[src/rtl/pic_cascade_pkg.sv]
package pic_cascade_pkg;
  localparam int PINS  = 8;
  localparam int PIN_W = $clog2(PINS);

  typedef struct packed {
    logic             valid;
    logic [PIN_W-1:0] pin;
  } pick_t;

  // Highest-priority (lowest index) eligible request; an in-service bit at
  // the same or higher level stops the search.
  function automatic pick_t pick_best(logic [PINS-1:0] req, logic [PINS-1:0] msk,
                                      logic [PINS-1:0] blk);
    pick_t r;
    logic  stop;
    r    = '0;
    stop = 1'b0;
    for (int i = 0; i < PINS; i++) begin
      if (!stop) begin
        if (blk[i]) begin
          stop = 1'b1;
        end else if (req[i] && !msk[i]) begin
          r.valid = 1'b1;
          r.pin   = PIN_W'(i);
          stop    = 1'b1;
        end
      end
    end
    return r;
  endfunction

  function automatic pick_t lowest_set(logic [PINS-1:0] v);
    return pick_best(v, '0, '0);
  endfunction

  // Vector formation at acknowledge time.
  function automatic logic [7:0] vector_for(pick_t m, pick_t s, logic [7:0] mbase,
                                            logic [7:0] sbase, int cpin);
    logic [7:0] v;
    if (!m.valid) v = mbase + 8'd7;
    else if (int'(m.pin) == cpin) v = s.valid ? (sbase + 8'(s.pin)) : (mbase + 8'd7);
    else v = mbase + 8'(m.pin);
    return v;
  endfunction
endpackage

[src/rtl/pic_unit.sv]
module pic_unit
  import pic_cascade_pkg::*;
#(
  parameter bit IS_MASTER = 1'b1,
  parameter int CASC_PIN  = 2
) (
  input  logic            clk,
  input  logic            rst_n,
  input  logic [PINS-1:0] line_in,
  input  logic [PINS-1:0] mask_in,
  input  logic            sfn_en,
  input  logic            accept,
  input  logic [PIN_W-1:0] accept_pin,
  input  logic            eoi,
  output pick_t           best,
  output logic            raise,
  output logic            raised,
  output logic [PINS-1:0] edge_set
);
  logic [PINS-1:0] prev, irr, isr, blk, acc_vec, eoi_vec;
  logic            sfn_eff;
  pick_t           top_isr;

  assign sfn_eff  = sfn_en & IS_MASTER;
  assign edge_set = line_in & ~prev;

  always_comb begin
    blk = isr;
    if (sfn_eff) blk[CASC_PIN] = 1'b0;
  end

  assign best    = pick_best(irr, mask_in, blk);
  assign raise   = best.valid & ~raised;
  assign top_isr = lowest_set(isr);
  assign acc_vec = accept ? (PINS'(1) << accept_pin) : '0;
  assign eoi_vec = (eoi && top_isr.valid) ? (PINS'(1) << top_isr.pin) : '0;

  always_ff @(posedge clk) begin
    if (!rst_n) begin
      prev   <= '0;
      irr    <= '0;
      isr    <= '0;
      raised <= 1'b0;
    end else begin
      prev   <= line_in;
      irr    <= (irr & ~acc_vec) | edge_set;
      isr    <= (isr & ~eoi_vec) | acc_vec;
      raised <= accept ? 1'b0 : (raised | raise);
    end
  end

  // a raised request is held until accepted
  a_r4_raised_holds: assert property (@(posedge clk) disable iff (!rst_n)
    raised && !accept |=> raised);
  // an accepted pin is in service next cycle
  a_r12_accept_marks_service: assert property (@(posedge clk) disable iff (!rst_n)
    accept && !eoi |=> isr[$past(accept_pin)]);
endmodule

[src/rtl/pic_ack_resolve.sv]
module pic_ack_resolve
  import pic_cascade_pkg::*;
#(
  parameter logic [7:0] MASTER_BASE = 8'h20,
  parameter logic [7:0] SLAVE_BASE  = 8'h28,
  parameter int         CASCADE_PIN = 2
) (
  input  logic             ack,
  input  pick_t            m_best,
  input  pick_t            s_best,
  output logic [7:0]       vector,
  output logic             acc_m,
  output logic [PIN_W-1:0] acc_m_pin,
  output logic             acc_s,
  output logic [PIN_W-1:0] acc_s_pin
);
  logic is_slave;

  assign vector    = vector_for(m_best, s_best, MASTER_BASE, SLAVE_BASE, CASCADE_PIN);
  assign is_slave  = (vector[7:PIN_W] == SLAVE_BASE[7:PIN_W]);
  assign acc_s     = ack & is_slave;
  assign acc_s_pin = vector[PIN_W-1:0];
  assign acc_m     = ack;
  assign acc_m_pin = is_slave ? PIN_W'(CASCADE_PIN) : vector[PIN_W-1:0];
endmodule

[src/rtl/pic_cascade_router.sv]
module pic_cascade_router
  import pic_cascade_pkg::*;
#(
  parameter logic [7:0] MASTER_BASE = 8'h20,
  parameter logic [7:0] SLAVE_BASE  = 8'h28,
  parameter int         CASCADE_PIN = 2
) (
  input  logic          clk,
  input  logic          rst_n,
  input  logic [15:0]   irq_in,
  input  logic [15:0]   mask_in,
  input  logic          sfn_en,
  input  logic          eoi_master,
  input  logic          eoi_slave,
  input  logic          cpu_ack,
  output logic          cpu_intr,
  output logic          ack_valid,
  output logic [7:0]    ack_vector
);
  localparam int UNITS = 2;

  logic [PINS-1:0]  line     [UNITS];
  logic [PINS-1:0]  edge_set [UNITS];
  pick_t            best     [UNITS];
  logic             raise    [UNITS];
  logic             raised   [UNITS];
  logic             acc      [UNITS];
  logic [PIN_W-1:0] acc_pin  [UNITS];
  logic [7:0]       vec_now;

  // Master pin CASCADE_PIN is fed by the slave's one-cycle raise pulse.
  always_comb begin
    line[0]              = irq_in[PINS-1:0];
    line[0][CASCADE_PIN] = raise[1];
    line[1]              = irq_in[2*PINS-1:PINS];
  end

  for (genvar g = 0; g < UNITS; g++) begin : g_unit
    pic_unit #(.IS_MASTER(g == 0), .CASC_PIN(CASCADE_PIN)) u_unit (
      .clk       (clk),
      .rst_n     (rst_n),
      .line_in   (line[g]),
      .mask_in   (mask_in[g*PINS +: PINS]),
      .sfn_en    (sfn_en),
      .accept    (acc[g]),
      .accept_pin(acc_pin[g]),
      .eoi       ((g == 0) ? eoi_master : eoi_slave),
      .best      (best[g]),
      .raise     (raise[g]),
      .raised    (raised[g]),
      .edge_set  (edge_set[g])
    );
  end

  pic_ack_resolve #(.MASTER_BASE(MASTER_BASE), .SLAVE_BASE(SLAVE_BASE),
                    .CASCADE_PIN(CASCADE_PIN)) u_resolve (
    .ack      (cpu_ack),
    .m_best   (best[0]),
    .s_best   (best[1]),
    .vector   (vec_now),
    .acc_m    (acc[0]),
    .acc_m_pin(acc_pin[0]),
    .acc_s    (acc[1]),
    .acc_s_pin(acc_pin[1])
  );

  assign cpu_intr = raised[0];

  always_ff @(posedge clk) begin
    if (!rst_n) begin
      ack_valid  <= 1'b0;
      ack_vector <= '0;
    end else begin
      ack_valid  <= cpu_ack;
      if (cpu_ack) ack_vector <= vec_now;
    end
  end

  // the cascade pulse lasts exactly one cycle
  a_r3_single_pulse: assert property (@(posedge clk) disable iff (!rst_n)
    raise[1] |=> !raise[1]);
  // a slave that has signalled stays quiet
  a_r4_slave_quiet: assert property (@(posedge clk) disable iff (!rst_n)
    raised[1] |-> !raise[1]);
  // the CPU request only rises after a master raise
  a_r4_intr_from_raise: assert property (@(posedge clk) disable iff (!rst_n)
    $rose(cpu_intr) |-> $past(raise[0]));
  // nothing eligible yields the spurious vector
  a_r5_spurious: assert property (@(posedge clk) disable iff (!rst_n)
    cpu_ack && !best[0].valid |=> ack_vector == MASTER_BASE + 8'd7);
  // a slave acceptance also accepts master cascade pin
  a_r6_slave_implies_cascade: assert property (@(posedge clk) disable iff (!rst_n)
    acc[1] |-> acc[0] && (int'(acc_pin[0]) == CASCADE_PIN));
  // the external line on the cascade pin never records an edge alone
  a_r9_cascade_line_ignored: assert property (@(posedge clk) disable iff (!rst_n)
    irq_in[CASCADE_PIN] && !raise[1] |-> !edge_set[0][CASCADE_PIN]);
  // slave edges only come from slave lines
  a_r3_slave_edge_source: assert property (@(posedge clk) disable iff (!rst_n)
    (edge_set[1] & ~irq_in[2*PINS-1:PINS]) == '0);
endmodule

[config.mk]
export PLATFORM = sky130hd
export DESIGN_NAME = pic_cascade_router
export DESIGN_NICKNAME = d
export VERILOG_FILES = /design/src/rtl/pic_cascade_pkg.sv /design/src/rtl/pic_unit.sv /design/src/rtl/pic_ack_resolve.sv /design/src/rtl/pic_cascade_router.sv
export SDC_FILE = /design/constraint.sdc
export NUM_CORES = 1
export LEC_CHECK = 0
export BUFFER_PORTS_ARGS = -buffer_cell sky130_fd_sc_hd__buf_2
export CAP_MARGIN = 30
export CORE_ASPECT_RATIO = 1.75
export CORE_MARGIN = 10
export CORE_UTILIZATION = 56
export CTS_CLUSTER_SIZE = 28
export DETAILED_ROUTE_END_ITERATION = 10
export PLACE_DENSITY = 0.87
export RECOVER_POWER = 50
export SLEW_MARGIN = 30
export SYNTH_ARGS = -nofsm -noshare
export SYNTH_HDL_FRONTEND = slang
export SYNTH_SLANG_ARGS = --single-unit
export TNS_END_PERCENT = 10
[constraint.sdc]
create_clock -name clk -period 2.2 [get_ports clk]
set_input_delay 0.22 -clock clk [delete_from_list [all_inputs] [get_ports clk]]
set_output_delay 0.22 -clock clk [all_outputs]
set_load 0.02 [all_outputs]
After elaboration in Yosys (flattened, before gate mapping) --
Cells that the tools add are included.
Cells by class: bitwise logic cells 24, shift operators 4, eq/ne operators 2, reductions and logical operators 36, multiplexer cells 151, add/sub/neg operators 2
Operators by type and width (count):
- $mux 4 | 76
- $mux 1 | 67
- $mux 8 | 7
- $and 8x8->8 | 6
- $not 8->8 | 6
- $or 8x8->8 | 4
- $shl 1x3->8 const A | 4
- $logic_and 1x1->1 | 18
- $logic_not 1->1 | 16
- $add 6x3->7 const A | 2
- $eq 5x3->1 const B | 1
- $reduce_or 2->1 | 2
- $and 1x1->1 | 3
- $eq 3x3->1 const B | 1
- $mux 3 | 1
- $not 1->1 | 3
- $or 1x1->1 | 2
Word-level totals: bits in registers 59, word-level logic and storage cells 229

Longest topological paths before layout --
Gate-level depths: netlist (run 1).
depth in word-level cells 36, mapped depth 8

Cells and area by module --
A second synthesis (run 1) with hierarchy kept.
Unflattened totals: cells, all modules 327, area total of the unflattened synthesis 2778.9 um^2
By module, submodules not included:
- pic_unit at g_unit[1].u_unit | cells an instance 136, area each 1152.4 um^2, times used 1, seq. area each 500.5 um^2
- pic_unit at g_unit[0].u_unit | cells an instance 136, area each 1108.6 um^2, times used 1, seq. area each 500.5 um^2
- pic_cascade_router | cells an instance 27, area each 329.1 um^2, times used 1, seq. area each 180.2 um^2
- pic_ack_resolve | cells an instance 28, area each 188.9 um^2, times used 1, seq. area each 0.0 um^2

Least setup slack after synthesis (run 1) --
Ideal clock, no wire load.
path type reg-to-reg, start reg g_unit[0].u_unit.irr[2], end reg g_unit[1].u_unit.irr[6], stages on the path, launching flop included 8, path buffers 0, period minus slack after synthesis 1961 ps, setup time 117 ps, path slack 239 ps, arrival 1844 ps, cell sequence dfxtp_1 -> nor2b_4 -> a2111oi_4 -> nand3_1 -> a21oi_2 -> o31a_4 -> nand4b_1 -> a32o_1
Between the ends: word-level cells in the longest chain between the ends 28, elaborated cells on any way between the ends 37, those cells by class 1 x add/sub; 2 x eq/ne; 1 x shift; 28 x mux; 4 x bitwise; 1 x reduce/logical
Ends and longest elaborated chain:
- start, declared | line pic_unit.sv:20 | logic [PINS-1:0] prev, irr, isr, blk, acc_vec, eoi_vec;
- start signal, assigned | line pic_unit.sv:46 | irr <= (irr & ~acc_vec) | edge_set;
- $logic_and 1x1->1 * | line pic_cascade_pkg.sv:22 | end else if (req[i] && !msk[i]) begin
- $mux 4 | line pic_cascade_pkg.sv:22
- $mux 4 | line pic_cascade_pkg.sv:20 | if (blk[i]) begin
- $mux 4 | line pic_cascade_pkg.sv:19 | if (!stop) begin
- $mux 4 | line pic_cascade_pkg.sv:22
- $mux 4 | line pic_cascade_pkg.sv:20
- $mux 4 | line pic_cascade_pkg.sv:19
- $mux 4 | line pic_cascade_pkg.sv:22
- (+12 left out)
- $mux 8 | line pic_cascade_pkg.sv:41 | else if (int'(m.pin) == cpin) v = s.valid ? (sbase + 8'(s.pin)) : (mbase + 8'd7);
- $mux 8 * | line pic_cascade_pkg.sv:40 | if (!m.valid) v = mbase + 8'd7;
- $eq 5x3->1 | line pic_ack_resolve.sv:20 | assign is_slave = (vector[7:PIN_W] == SLAVE_BASE[7:PIN_W]);
- $and 1x1->1 | line pic_ack_resolve.sv:21 | assign acc_s = ack & is_slave;
- $mux 8 * | line pic_unit.sv:35 | assign acc_vec = accept ? (PINS'(1) << accept_pin) : '0;
- $not 8->8 * | line pic_unit.sv:46
- $and 8x8->8 * | line pic_unit.sv:46
- $or 8x8->8 * | line pic_unit.sv:46
- end signal, assigned | line pic_unit.sv:46
- end, declared | line pic_unit.sv:20
Every way passes the cells marked *; elsewhere a longest branch is shown, timed or not. A chain may end at the register's enable or synchronous reset.

Worst setup path in the final report (run 1) --
start reg g_unit[1].u_unit.isr[5], end reg g_unit[1].u_unit.irr[1]
Between the ends: word-level cells in the longest chain between the ends 18, elaborated cells on any way between the ends 22, those cells by class 1 x add/sub; 1 x eq/ne; 1 x shift; 15 x mux; 4 x bitwise
Ends and longest elaborated chain:
- start, declared | line pic_unit.sv:20
- start signal, assigned | line pic_unit.sv:47 | isr <= (isr & ~eoi_vec) | acc_vec;
- $mux 4 | line pic_cascade_pkg.sv:20
- $mux 4 | line pic_cascade_pkg.sv:19
- $mux 4 | line pic_cascade_pkg.sv:22
- $mux 4 | line pic_cascade_pkg.sv:20
- $mux 4 | line pic_cascade_pkg.sv:19
- $mux 4 | line pic_cascade_pkg.sv:22
- $mux 4 | line pic_cascade_pkg.sv:20
- $mux 4 * | line pic_cascade_pkg.sv:19
- $add 6x3->7 | line pic_cascade_pkg.sv:41
- $mux 8 * (2 in series) | line pic_cascade_pkg.sv:41
- $mux 8 * | line pic_cascade_pkg.sv:40
- $eq 5x3->1 | line pic_ack_resolve.sv:20
- $and 1x1->1 | line pic_ack_resolve.sv:21
- $mux 8 * | line pic_unit.sv:35
- $not 8->8 * | line pic_unit.sv:46
- $and 8x8->8 * | line pic_unit.sv:46
- $or 8x8->8 * | line pic_unit.sv:46
Marked as above.

==> results.toml, run 1 <==
[min_path]
holdCritPathClass = "in2reg"

[global_routing]
grt_pass1_wl_mm = 12.0
grt_max_degree = 38
grt_use_total = 0.180
grt_pass1_vias = 2708
grt_antenna_before_repair = 0
gr-total-overflow = 0

[clock_tree]
cts.clk_slew.worst_paths_ns = 0.10
holdBufCountCts = 0
cts.sinks = 56
cts_tree = "done"
cts_max_level = 2
cts_buffers = 5
clk_latency_ns = 0.32
cts_max_path_buffers = 2
clock-root-buffer = "clkbuf_8"

[floorplanning]
rows = 34
start_util = 0.575
die_y_um = 114
core-area_sq_um = 4930
ioPinCount = 48
die_w_um = 73.8
dieArea_sq_um = 8430

[setup_path]
slowest_delay_ns = 0.41
crit_buf_inv = 0
crit_path_top_delay_cell = "o31ai_2"
path_cells = "or3b_1 > a21oi_1 > and3_4 > nor2_2 > o31ai_2 > nand3_1 > a32o_1"
critPathTopFamily = "compound AO/OA/AOI/OAI gates"
critical_path_class = "reg2reg"
critPathLaunchType = "flip-flop"
cp_max_fo = 5
crit_path_end_kind = "flip-flop"
required_ns = 2.41
cp.arrival_ns = 2.41

[place]
dp_hpwl_mm = 5.86
io_buffers = 43
place.gp.congestion = 0.915
pre_cts_ws_ns = -0.0370
post-place-cells = 425

[cells_and_area]
finalNetCount = 417
antenna_cells = 0
syn2layout_area_growth_pct = 17.8
final_layout_size_suffix_gt1_frac = 0.279
instances_no_fill = 434

[route]
drt-total-wl_mm = 7.45
vias = 2589
drt_iter0_drc = 142
wl_per_cell_um = 17.2
drtPass1Iterations = 6
drc = 0
detail-route-antenna-nets = 0
avgViaCountPerCell = 5.97

[timing]
max_freq_mhz = 456
hold_viol_final = 0
tightest_slew_ns = 0.645
fin_crit_ns = 2.19
tns_ns = 0
clock_skew_ns = 0.0118
postLayoutSetupSlackWorst_ns = 0.00527
relSlewSlack = 0.570
hold_slack_ns = 0.102
fin_crit_sh = 0.998
finalSetupViolations = 0
rsz0062_at_grt = "true"
slew_violations = 0

[power]
ir_drop_mv = 0.523
power.static_leakage_nw = 1.36
power.density_nw_per_um2 = 736
power_mw = 2.46

[yosys]
ys_ff_latch = 56
syn_area_per_cell_sq_um = 8.98
ys_warn_count = 0
synthFlopType = "dfxtp_1"
synth-edff-count = 0
ys_types = 77
yosys-top-cells-area = "dfxtp_1 39%, nor2_1 3.8%, a21oi_1 3.7%, inv_1 3.0%, a2111oi_4 2.9%"
synth_seq_area_share = 0.395
ys_top_cells_by_count = "56 x dfxtp_1, 29 x nor2_1, 23 x inv_1"
syn_area_sq_um = 2840
syn_inst = 316
yosysTopAreaCellShare = 0.395
synth.most_common_cell = "dfxtp_1"
yosysTopAreaCell = "dfxtp_1"
ys_async_sr_fraction = 0

[run_status]
status = "complete, no violations"

[run]
cap_violations = 0
-- registers in the layout, summed over array words and instances, names as in the netlist --
| name | flops |
|---|---|
| g_unit.u_unit.irr | 16 |
| g_unit.u_unit.prev | 16 |
| g_unit.u_unit.isr | 8 |
| g_unit.u_unit.blk | 8 |
| ack_vector | 5 |
| g_unit.u_unit.raised | 2 |
| ack_valid | 1 |
-- worst register-to-register path, cell delays in order, from the launching register on --
cell and delay, ns:
dfxtp_1 0.35, or3b_1 0.36, a21oi_1 0.20, and3_4 0.22
nor2_2 0.05, o31ai_2 0.41, nand3_1 0.22, a32o_1 0.30
-- cell families after synthesis --
| family | after synthesis | synth area share |
|---|---|---|
| buffers and inverters | 35 | 0.0529 |
| other | 1 | 0.00132 |
| flip-flops | 56 | 0.395 |
| AND/OR/NAND/NOR | 131 | 0.282 |
| AO/OA/AOI/OAI | 93 | 0.269 |
-- power breakdown --
group | internal, mW | switching [mW] | total, mW
registers | 1.09 | 0.0527 | 1.15
logic | 0.316 | 0.422 | 0.738
clock network | 0.228 | 0.348 | 0.576
total | 1.64 | 0.823 | 2.46
-- metal layers --
layer / track usage / share of wire / wire length [um]
met5: 0 / 0 / 0
met4: 0.141 / 0.061 / 451
met3: 0.0295 / 0.041 / 304
met2: 0.334 / 0.56 / 4150
met1: 0.161 / 0.34 / 2550
-- cell usage in the layout (no fill, tap or decap), types with 2 or more instances in the layout --
master      n
nand2_1    18
conb_1      3
a311oi_1    2
buf_2      34
buf_4      21
o31ai_1     2
a31o_2      2
a22o_1      2
nor3b_2     2
nor4_1      2
dfxtp_1    53
nor2b_4     2
dfxtp_2     3
clkbuf_8    5
a21boi_0    2
nand2b_1    8
nor3_1      5
a31oi_1     4
nand4b_1    2
a32o_1      4
nor2_2      2
nor2_1     29
inv_1      23
nand3b_1    2
and2_1      8
o21a_1      3
clkbuf_1   11
a21oi_1    21
and2_0      5
o22ai_1     4
nor3_2      3
o21bai_1    4
nor2b_1    10
a2111oi_4   3
nand4_1     2
o21ai_0    14
o21ai_1     2
nor2b_2     2
nand3_1    10
o211ai_1    3
-- timing repair --
item                       in CTS  in global routing
hold endpoints to repair        0                  0
setup buffers                   0                  1
resized for setup               1                 10
pin swaps                       1                  3
setup endpoints to repair       4                 19
-- area by class of cell --
class / count / area [sq um]
multi-input combinational: 227 / 1610
fill: 396 / 1590
sequential: 56 / 1120
timing repair buffer: 65 / 365
inverter: 24 / 90.1
clock buffer: 6 / 72.6
tap: 54 / 67.6
clock inverter: 2 / 16.3
-- path summary, 6_finish.rpt --
path                       startpoint                        to  slack, ns  cells past startpoint
min reg2reg  g_unit[0].u_unit.prev[6]   g_unit[0].u_unit.irr[6]       0.42                      1
max reg2reg   g_unit[1].u_unit.blk[5]   g_unit[1].u_unit.irr[1]      0.005                      7
max           g_unit[1].u_unit.blk[5]   g_unit[1].u_unit.irr[1]      0.005                      7
min                         irq_in[6]  g_unit[0].u_unit.prev[6]       0.10                      3
-- metrics by stage --
step                      instance area [sq um]   util
after floorplan                            2850      -
after global placement                     3230  0.654
after detailed placement                   3230  0.654
after CTS                                  3320  0.672
after global routing                       3350  0.678
final                                      3350  0.678
Note: power is estimated with default switching activity, not from simulation.
==> run 2, diff against run 1 <==
Settings changed: BUFFER_PORTS_ARGS -buffer_cell sky130_fd_sc_hd__buf_2 to -buffer_cell sky130_fd_sc_hd__buf_4.
==> results.toml, run 2 (same netlist as run 1, synthesis figures left out) <==
[run_status]
status = "complete, but fails checks"
violations = "setup timing"

[power]
clkPwrFrac = 0.254
comb_power_share = 0.318
power_mw = 2.69
sw_frac_of_total = 0.328
ir_drop_mv = 0.647
power.density_nw_per_um2 = 748
p_sw_mw = 0.883
internal_power_mw = 1.81
power.static_leakage_nw = 1.45
p_seq_frac = 0.428

[setup_path]
crit_path_end_kind = "flip-flop"
critical_path_class = "reg2reg"
critPathLaunchType = "flip-flop"
required_ns = 2.42
cp_max_fo = 5
cp.arrival_ns = 2.43

[floorplanning]
ioPinCount = 48
rows = 34
die_y_um = 114
die_w_um = 73.8
core-area_sq_um = 4930
dieArea_sq_um = 8430
start_util = 0.575

[cells_and_area]
syn2layout_area_growth_pct = 26.7
final_cell_mix = "59 x buf_4, 50 x dfxtp_1, 28 x nor2_1, 24 x inv_1, 19 x a21oi_1"
reg.largest.list = "g_unit.u_unit.irr (16), g_unit.u_unit.prev (16)"
antenna_cells = 0
fillers = 390
finalNetCount = 421
final_layout_size_suffix_gt1_frac = 0.320
final_common_cell = "buf_4"
design_area_sq_um = 3600

[route]
vias = 2725
avgViaCountPerCell = 6.22
detail-route-antenna-nets = 0
drc = 0
drt-total-wl_mm = 8.47
drtPass1Iterations = 4
drt_iter0_drc = 233
wl_per_cell_um = 19.3

[global_routing]
use_met1 = 0.168
grt_pass1_vias = 2739
use_met2 = 0.338
grt_use_total = 0.183
grt_antenna_before_repair = 0
grt_max_degree = 39
busiest_layer = "met2"
gr-total-overflow = 0
grt_use_met3 = 0.0295
grt_pass1_wl_mm = 12.3

[timing]
clock_skew_ns = 0.00450
slew_violations = 0
finalSetupViolations = 2
postLayoutSetupSlackWorst_ns = -0.0158
fin_crit_sh = 1.01
fin_crit_ns = 2.22
rsz0062_at_grt = "true"
tightest_slew_ns = 0.550
relSlewSlack = 0.633
max_freq_mhz = 451
hold_viol_final = 0

[clock_tree]
clock-root-buffer = "clkbuf_8"
holdBufCountCts = 0
cts_buffers = 5
clk_latency_ns = 0.32
cts_max_level = 2
cts.clk_slew.worst_paths_ns = 0.10
cts.sinks = 56
cts_tree = "done"
cts_max_path_buffers = 2

[place]
dp_hpwl_mm = 6.02
place.gp.congestion = 0.866
io_buffers = 43
placed_cell_area_sq_um = 3300

[run]
cap_violations = 0

[min_path]
holdCritPathClass = "in2reg"
run 2: cell types whose count changed in the layout (fill, tap and decap cells not counted), moves of 2 or more:
cell and change:
nor3b_2 -2, dfxtp_2 +2, buf_4 +38, nor2b_1 -2, a21oi_1 -2, dfxtp_1 -3, and2_1 -2, nor3b_4 +2
clkbuf_1 -2, nor2_4 +2, buf_2 -34, a21oi_2 +2, and2_0 +2
run 2: stage by stage:
stage / hold slack, ns / worst slack, ns / TNS, ns / instances / util
after floorplan: 0.331 / 0.239 / 0 / 318 / -
final: 0.0995 / -0.0158 / -0.0180 / 438 / 0.729
after global placement: 0.396 / 0.0200 / 0 / 421 / 0.670
after global routing: 0.101 / -0.121 / -0.540 / 438 / 0.729
after detailed placement: 0.408 / -0.0380 / -0.0691 / 421 / 0.670
after CTS: 0.101 / 0.000929 / 0 / 432 / 0.698
run 2: worst max-delay path: stages, from the launching register on:
cell and delay [ns]:
dfxtp_1 0.32, and2b_2 0.23, nor2_1 0.30, a221o_2 0.30, nand3_1 0.17, nor3_4 0.31, nand3_2 0.17, o31a_1 0.32
run 2: final timing paths:
| path | slack [ns] | endpoint | start | depth (start not counted) |
|---|---|---|---|---|
| hold / removal | 0.1 | g_unit[0].u_unit.prev[6] | irq_in[6] | 3 |
| setup / recovery | -0.02 | g_unit[1].u_unit.irr[4] | g_unit[1].u_unit.irr[1] | 7 |
| setup reg to reg | -0.02 | g_unit[1].u_unit.irr[4] | g_unit[1].u_unit.irr[1] | 7 |
| hold reg to reg | 0.41 | g_unit[0].u_unit.irr[6] | g_unit[0].u_unit.prev[6] | 1 |
run 2: power groups by stage:
stage               Sequential, mW  Combinational, mW  Clock, mW
CTS                           1.15              0.755      0.681
global placement              1.17              0.704          0
global route                  1.16              0.915      0.725
detailed placement            1.17              0.728          0
floorplan                     1.17              0.484          0
finish                        1.15              0.854      0.685
run 2: layout make-up:
type,count,area (sq um),area share
Clock buffer,6,72.6,0.0202
Clock inverter,2,35.0,0.00974
Inverter,24,90.1,0.0250
Multi-Input combinational cell,228,1720,0.477
Sequential cell,56,1130,0.314
Tap cell,54,67.6,0.0188
Timing Repair Buffer,68,484,0.135
run 2: what timing repair did:
action / CTS / global route
buffers inserted: 3 / 5
resized for setup: 3 / 31
pin swaps: 2 / 15
endpoints found under the hold margin: 0 / 0
setup endpoints to repair: 6 / 22
gates cloned: 0 / 1
run 2: per-layer routing:
| metal | routed length, um | up-vias |
|---|---|---|
| li1 | - | 1264 |
| met1 | 2800 | 1303 |
| met2 | 4720 | 114 |
| met3 | 377 | 44 |
| met4 | 577 | 0 |
| met5 | 0 | - |
==> run 3, diff against run 2 <==
--- a/constraint.sdc
+++ b/constraint.sdc
@@ -3,2 +3,2 @@
 set_output_delay 0.22 -clock clk [all_outputs]
-set_load 0.02 [all_outputs]
+set_load 0.005 [all_outputs]
==> results.toml, run 3 (same netlist as run 1, synthesis figures left out) <==
[setup_path]
crit_path_end_kind = "flip-flop"
setup.worst_path.end = "g_unit[1].u_unit.irr[2]"
critical_path_class = "reg2reg"
slowest_delay_ns = 0.46
startpoint = "g_unit[1].u_unit.irr[3]"
reg2reg_setup_slack_ns = -0.03
critPathLaunchType = "flip-flop"
r2r_end = "g_unit[1].u_unit.irr[2]"
reg2reg_depth = 7
crit_cells = 7
cp_max_fo = 6
path_cells = "nor2b_4 > a2bb2oi_4 > a221oi_4 > o22ai_2 > a31o_4 > nand4b_1 > a22o_1"
critPathTopFamily = "compound AO/OA/AOI/OAI gates"
crit_buf_inv = 0
required_ns = 2.42
reg2reg_from = "g_unit[1].u_unit.irr[3]"
crit_path_top_delay_cell = "a221oi_4"
cp.arrival_ns = 2.45

[floorplanning]
ioPinCount = 48
start_util = 0.575
dieArea_sq_um = 8430
die_w_um = 73.8
die_y_um = 114
rows = 34
core-area_sq_um = 4930

[cells_and_area]
antenna_cells = 0
fillers = 383
utilization = 0.734
final_cell_mix = "59 x buf_4, 50 x dfxtp_1, 28 x nor2_1, 24 x inv_1, 19 x a21oi_1"
final_common_cell = "buf_4"
regArea_sq_um = 1130
finalNetCount = 421
multiInputGateArea_sq_um = 1720
syn2layout_area_growth_pct = 27.6
final_layout_size_suffix_gt1_frac = 0.339
reg.largest.list = "g_unit.u_unit.irr (16), g_unit.u_unit.prev (16)"

[timing]
relSlewSlack = 0.635
hold_viol_final = 0
fin_crit_sh = 1.01
fin_crit_ns = 2.23
rsz0062_at_grt = "true"
tightest_slew_ns = 0.546
finalSetupViolations = 3
hold_slack_ns = 0.0991
tns_ns = -0.0379
max_freq_mhz = 449
clock_skew_ns = 0.00386
slew_violations = 0
postLayoutSetupSlackWorst_ns = -0.0285

[clock_tree]
clock-root-buffer = "clkbuf_8"
cts_max_path_buffers = 2
cts_buffers = 5
clk_latency_ns = 0.32
cts_max_level = 2
cts.clk_slew.worst_paths_ns = 0.10
cts.sinks = 56
cts_tree = "done"

[power]
power.density_nw_per_um2 = 740
power.static_leakage_nw = 1.47
ir_drop_mv = 0.647
power_mw = 2.68

[place]
place.gp.congestion = 0.866
dp_hpwl_mm = 6.02
io_buffers = 43

[route]
drt_iter0_drc = 240
drc = 0
wl_per_cell_um = 19.2
avgViaCountPerCell = 6.22
drt-total-wl_mm = 8.43
vias = 2724
drtPass1Iterations = 4
detail-route-antenna-nets = 0

[global_routing]
gr-total-overflow = 0
grt_pass1_vias = 2739
grt_pass1_wl_mm = 12.3
grt_antenna_before_repair = 0
grt_max_degree = 39
grt_use_total = 0.183

[min_path]
whs_path_depth = 3
holdCritPathClass = "in2reg"

[run]
cap_violations = 0

[run_status]
status = "complete, but fails checks"
violations = "setup timing"
run 3: worst min-delay path by stage:
stage	slack, ns	to	start
after floorplan	0.33	g_unit[1].u_unit.prev[0]	irq_in[8]
after global placement	0.40	g_unit[0].u_unit.irr[6]	g_unit[0].u_unit.prev[6]
after detailed placement	0.41	g_unit[0].u_unit.irr[6]	g_unit[0].u_unit.prev[6]
after CTS	0.10	g_unit[0].u_unit.prev[6]	irq_in[6]
after global routing	0.10	g_unit[0].u_unit.prev[3]	irq_in[3]
final	0.1	g_unit[0].u_unit.prev[6]	irq_in[6]
run 3: worst register-to-register path, stage by stage, from the launching register on:
cell and delay [ns]:
dfxtp_2 0.34, nor2b_4 0.25, a2bb2oi_4 0.10, a221oi_4 0.46, o22ai_2 0.16, a31o_4 0.28, nand4b_1 0.29, a22o_1 0.25
run 3: layout make-up:
class                   count  share of cell area
clock inverters             2             0.00967
inverters                  24              0.0249
multi-input cells         228               0.474
flip-flops and latches     56               0.312
well taps                  54              0.0186
clock buffers               6              0.0200
repair buffers             68               0.141
run 3: what timing repair did:
item / CTS / global route
gates resized for setup: 3 / 31
hold buffers: 0 / 0
cloned: 0 / 1
endpoints found under the setup margin: 6 / 22
buffers inserted: 3 / 5
pin swaps: 2 / 15
hold endpoints to repair: 0 / 0
run 3: report_power, final:
part           leakage (nW)  switching [mW]  internal, mW
Clock                0.0552           0.347         0.339
Combinational         0.951           0.463         0.382
Sequential            0.466          0.0562          1.10
Total                  1.47           0.865          1.82
run 3: metrics by stage:
| stage | std cells | worst slack, ns | instance area (sq um) |
|---|---|---|---|
| floorplan | 318 | 0.239 | 2850 |
| global placement | 421 | 0.0200 | 3300 |
| detailed placement | 421 | -0.0380 | 3300 |
| CTS | 432 | 0.000929 | 3440 |
| global route | 438 | -0.121 | 3620 |
| finish | 438 | -0.0285 | 3620 |
run 3: metal layers:
metal / routed length [um] / up-vias / GRT usage
met5: 0 / - / 0
met1: 2740 / 1286 / 0.168
li1: - / 1264 / -
met3: 389 / 51 / 0.0295
met4: 622 / 0 / 0.132
met2: 4680 / 123 / 0.338
